`config.mk`:
```
export PLATFORM = sky130hd
export DESIGN_NAME = bank_reg_alloc
export DESIGN_NICKNAME = d
export VERILOG_FILES = /design/src/rtl/bank_reg_alloc.sv
export SDC_FILE = /design/constraint.sdc
export NUM_CORES = 1
export LEC_CHECK = 0
export ABC_AREA = 1
export BUFFER_PORTS_ARGS = -buffer_cell sky130_fd_sc_hd__clkbuf_2
export CELL_PAD_IN_SITES_DETAIL_PLACEMENT = 2
export CELL_PAD_IN_SITES_GLOBAL_PLACEMENT = 2
export CORE_UTILIZATION = 37
export DETAILED_ROUTE_END_ITERATION = 6
export PLACE_DENSITY_LB_ADDON = 0.08
export SYNTH_ARGS = -nofsm -noshare
export SYNTH_HDL_FRONTEND = slang
export SYNTH_SLANG_ARGS = --single-unit
```
`constraint.sdc`:
```
create_clock -name clk -period 6.5 [get_ports clk]
set_input_delay 1.625 -clock clk [delete_from_list [all_inputs] [get_ports clk]]
set_output_delay 1.625 -clock clk [all_outputs]
set_load 0.03 [all_outputs]
```
`src/rtl/bank_reg_alloc.sv`:
```
module bank_reg_alloc #(
  parameter int BANK_REGS     = 32,
  parameter int SWITCH_PERIOD = 10_000_000,
  parameter int RESERVED      = 0,
  localparam int IDX_W = $clog2(BANK_REGS),
  localparam int TAG_W = IDX_W + 1,
  localparam int CNT_W = $clog2(SWITCH_PERIOD + 1)
) (
  input  logic             clk,
  input  logic             rst_n,
  input  logic             alloc_req,
  output logic             alloc_valid,
  output logic [TAG_W-1:0] alloc_tag,
  input  logic             free_req,
  input  logic [TAG_W-1:0] free_tag,
  output logic             free_err,
  output logic             primary_bank,
  output logic [1:0]       idle_bank_busy
);
  localparam logic [BANK_REGS-1:0] RSV_MASK = BANK_REGS'((64'(1) << RESERVED) - 64'(1));

  logic [1:0][BANK_REGS-1:0] free_q;
  logic [1:0][IDX_W-1:0]     pick_idx;
  logic [1:0]                pick_hit;
  logic [CNT_W-1:0]          cnt_q;
  logic                      prim_q;

  for (genvar b = 0; b < 2; b++) begin : g_bank
    always_comb begin
      pick_hit[b] = 1'b0;
      pick_idx[b] = '0;
      for (int i = BANK_REGS - 1; i >= 0; i--) begin
        if (free_q[b][i]) begin
          pick_hit[b] = 1'b1;
          pick_idx[b] = IDX_W'(i);
        end
      end
    end
    assign idle_bank_busy[b] = (prim_q != 1'(b)) && (free_q[b] != '1);
  end

  wire             sel_bank = pick_hit[prim_q] ? prim_q : ~prim_q;
  wire             rel_bank = free_tag[TAG_W-1];
  wire [IDX_W-1:0] rel_idx  = free_tag[IDX_W-1:0];

  assign alloc_valid  = alloc_req && (|pick_hit);
  assign alloc_tag    = {sel_bank, pick_idx[sel_bank]};
  assign free_err     = free_req && free_q[rel_bank][rel_idx];
  assign primary_bank = prim_q;

  always_ff @(posedge clk) begin
    if (!rst_n) begin
      free_q[0] <= ~RSV_MASK;
      free_q[1] <= '1;
      cnt_q     <= '0;
      prim_q    <= 1'b0;
    end else begin
      if (alloc_valid) free_q[sel_bank][pick_idx[sel_bank]] <= 1'b0;
      if (free_req && !free_err) free_q[rel_bank][rel_idx] <= 1'b1;
      if (cnt_q == CNT_W'(SWITCH_PERIOD - 1)) begin
        cnt_q  <= '0;
        prim_q <= ~prim_q;
      end else begin
        cnt_q <= cnt_q + 1'b1;
      end
    end
  end
endmodule


```
==> run metrics <==
Synth Instances=956; count of buffers added by post-CTS timing repair for setup=0; Main synth FF type=dfxtp_1; most frequently used cell type in the post-synthesis netlist=nand2_1; switching power as a share of total power=28.2%; layout net count=970; boundary pin count=21; Initial Util=38.5%; synthesis-to-finish area growth=9.28%; number of flip-flops and latches in the synthesized netlist=89; post-route clock period utilization=85.2%; proportion of power drawn by flip-flops and latches=45.2%; instance area at placement=6190 um2; portion of the post-synthesis area used by sequential elements=30.0%; result of the run=complete, no violations; multiplexer share of the synthesized area=0%; Die Span Y=129 um; syn_nets=967; syn_area_per_cell=6.21 um2; post-cts hold buffer count=0; clock buffers created by TritonCTS=9; proportion of layout cells with a drive suffix above 1=7.58%; detailed-routing iteration count for the pre-antenna-repair pass=5; number of enable flip-flop cells after synthesis=0; maximum clock skew at final layout=9.04 ps; power per unit of standard cell area=188 nW/um2; class of the tightest hold or removal check=reg2reg; static leakage=3.09 nW; final-report max-slew violation count=0; initial DRC count=408; part of the total power dissipated in the clock network=44.6%; total number of vias=6739; Design Area, Final=6480 um2; sum of negative setup slack=0 ps; Buf+Inv Stages, Crit Path=3; Area contributors post-synth=dfxtp_1 (30%), nand2_1 (15%), inv_1 (10%), nand4_1 (8.1%), o21ai_0 (7.5%); DIE AREA=16500 um2; later-pin clock latency in the skew report=360 ps; simple-gate portion of the synthesized area=36.2%; delay of the slowest critical-path stage=380 ps; level count of the clock H-tree=3; Distinct cells, synth=50; Internal Power=0.874 mW; most common cell type on the critical path=nand2_1; worst hold path startpoint=cnt_q[0]; cell types with the highest counts after synthesis=nand2_1 (236), inv_1 (165), dfxtp_1 (89), o21ai_0 (89), nand4_1 (77); share of synthesized flip-flops with an asynchronous set or reset=0%; highest fanout seen on the critical path=33; Max Clk Rate=181 MHz; count of antenna diodes in the layout=0; largest family of logic cells by synthesized area=simple AND/OR/NAND/NOR gates; final-layout fill cell count=2009; Synth Cell Area=5930 um2; required time of the critical path=4880 ps; number of nets still failing antenna checks after routing=0; die extent in x=129 um; worst setup path startpoint=free_q[31]; Synthesis Warnings=0; WP data arrival=3910 ps; Synth Area in Adders=0.211%; crit-path leading delay family=simple AND/OR/NAND/NOR gates; startpoint type of the worst setup path=flop; share of total power in combinational logic=10.2%; clock transition at the registers of the reported paths=70 ps; input/output buffers=20; area of the core=15400 um2; number of antenna violations at the first check in global routing=0; area share of the leading cell type in the synthesized netlist=30.0%; DRC violations left=0; global-route wire length before repair=41100 um; global-route usage over all layers=33.2%; Maximum Capacitance Violations=0; cell accounting for the most synthesized area=dfxtp_1; fin crit period=5540 ps; Final Hold Vio Count=0; Via-to-Cell Ratio=5.74; Max-slew headroom=19.4%; post-synthesis share of cell area spent on xor and xnor gates=0.443%; maximum number of pins on one net before global-route repair=68; total detailed-routing wirelength=26200 um; post-CTS resize count=0; buffer depth of the longest clock path=2; actual transition at the worst max-transition pin=1200 ps; clk root buf=clkbuf_16; total gr overflow=0; final RePlAce weighted congestion=0.875; via count of the first global-routing pass=7190; unrepaired setup endpoints after global routing=false; endpoint type of the worst setup path=primary output; number of core rows=45; average routed wire per standard cell=22.3 um; Crit Path Category=reg2out; Finish-stage setup viols=0; Worst R2R Start=free_q[31]; clock sink count=89; compound-cell area share of the yosys netlist=19.6%; switching power=0.344 mW; worst vdd ir=130 uV; slowest stage cell on the critical path=dfxtp_1; placed wire-length estimate after detailed placement=18800 um; CTS tree=yes
[worst register-to-register path, delay by kind of cell (launching register included)]
kind,cells,cell delay [ps]
buffers and inverters,2,490
and+or+nand+nor,23,2070
DFF,1,380
AOI/OAI and AO/OA,5,650
[cell usage in the layout, fill, tap and decap left out, types with 6 or more instances in the layout]
| master | n |
|---|---|
| a21oi_1 | 45 |
| buf_4 | 8 |
| clkbuf_16 | 9 |
| clkbuf_2 | 20 |
| dfxtp_1 | 89 |
| inv_1 | 164 |
| nand2_1 | 236 |
| nand2_2 | 6 |
| nand3_1 | 13 |
| nand4_1 | 77 |
| nor2_1 | 65 |
| nor2_2 | 7 |
| nor3_1 | 21 |
| nor3b_1 | 10 |
| nor4_1 | 9 |
| o21ai_0 | 89 |
| o21ai_1 | 9 |
| o21bai_1 | 32 |
[state kept, by name, indices dropped and copies added (netlist names)]
name	flops
free_q	64
cnt_q	24
primary_bank	1
[routing by layer]
metal  GRT usage (%)  vias up  share of wire, %
li1                -     3153                 -
met1            40.7     3363                43
met2            58.2      174                49
met3            5.32       49               5.0
met4            12.5        0               2.8
met5               0        -                 0
[worst paths after layout]
check | end | slack, ps | depth (start not counted)
worst max-delay path | alloc_tag[0] | 960 | 28
worst min-delay path | cnt_q[0] | 460 | 1
worst max register to register | free_q[17] | 2780 | 30
worst min register to register | cnt_q[0] | 460 | 1
[cell type report]
class	count	area [um2]	share of cell area, %
Tap cell	211	264	4.07
Inverter	169	634	9.78
Multi-Input combinational cell	662	3350	51.7
Clock inverter	6	68.8	1.06
Timing Repair Buffer	28	160	2.47
Sequential cell	89	1780	27.5
Clock buffer	9	225	3.47
[power by group through the flow]
stage | logic, mW | clock network (mW) | registers, mW
2_1_floorplan | 0.0786 | 0 | 0.562
3_3_place_gp | 0.113 | 0 | 0.563
3_5_place_dp | 0.121 | 0 | 0.563
4_1_cts | 0.123 | 0.551 | 0.551
5_1_grt | 0.134 | 0.575 | 0.551
6_report | 0.124 | 0.543 | 0.551
[per-stage QoR]
stage	std cells	utilization [%]	total power, mW	hold slack [ps]	worst slack (ps)
CTS	1174	42.0	1.22	470	1020
detailed placement	1159	40.1	0.684	454	1260
floorplan	956	-	0.641	418	2000
finish	1174	42.0	1.22	460	963
global placement	1159	40.1	0.676	430	1430
global route	1174	42.0	1.26	498	692
[kinds of logic after synthesis]
kind of cell | Yosys count
and+or+nand+nor | 460
buffers and inverters | 205
AOI/OAI and AO/OA | 198
DFF | 89
xor gates and xnor gates | 3
adders and majority gates | 1
Power figures use the tool's default switching activity.
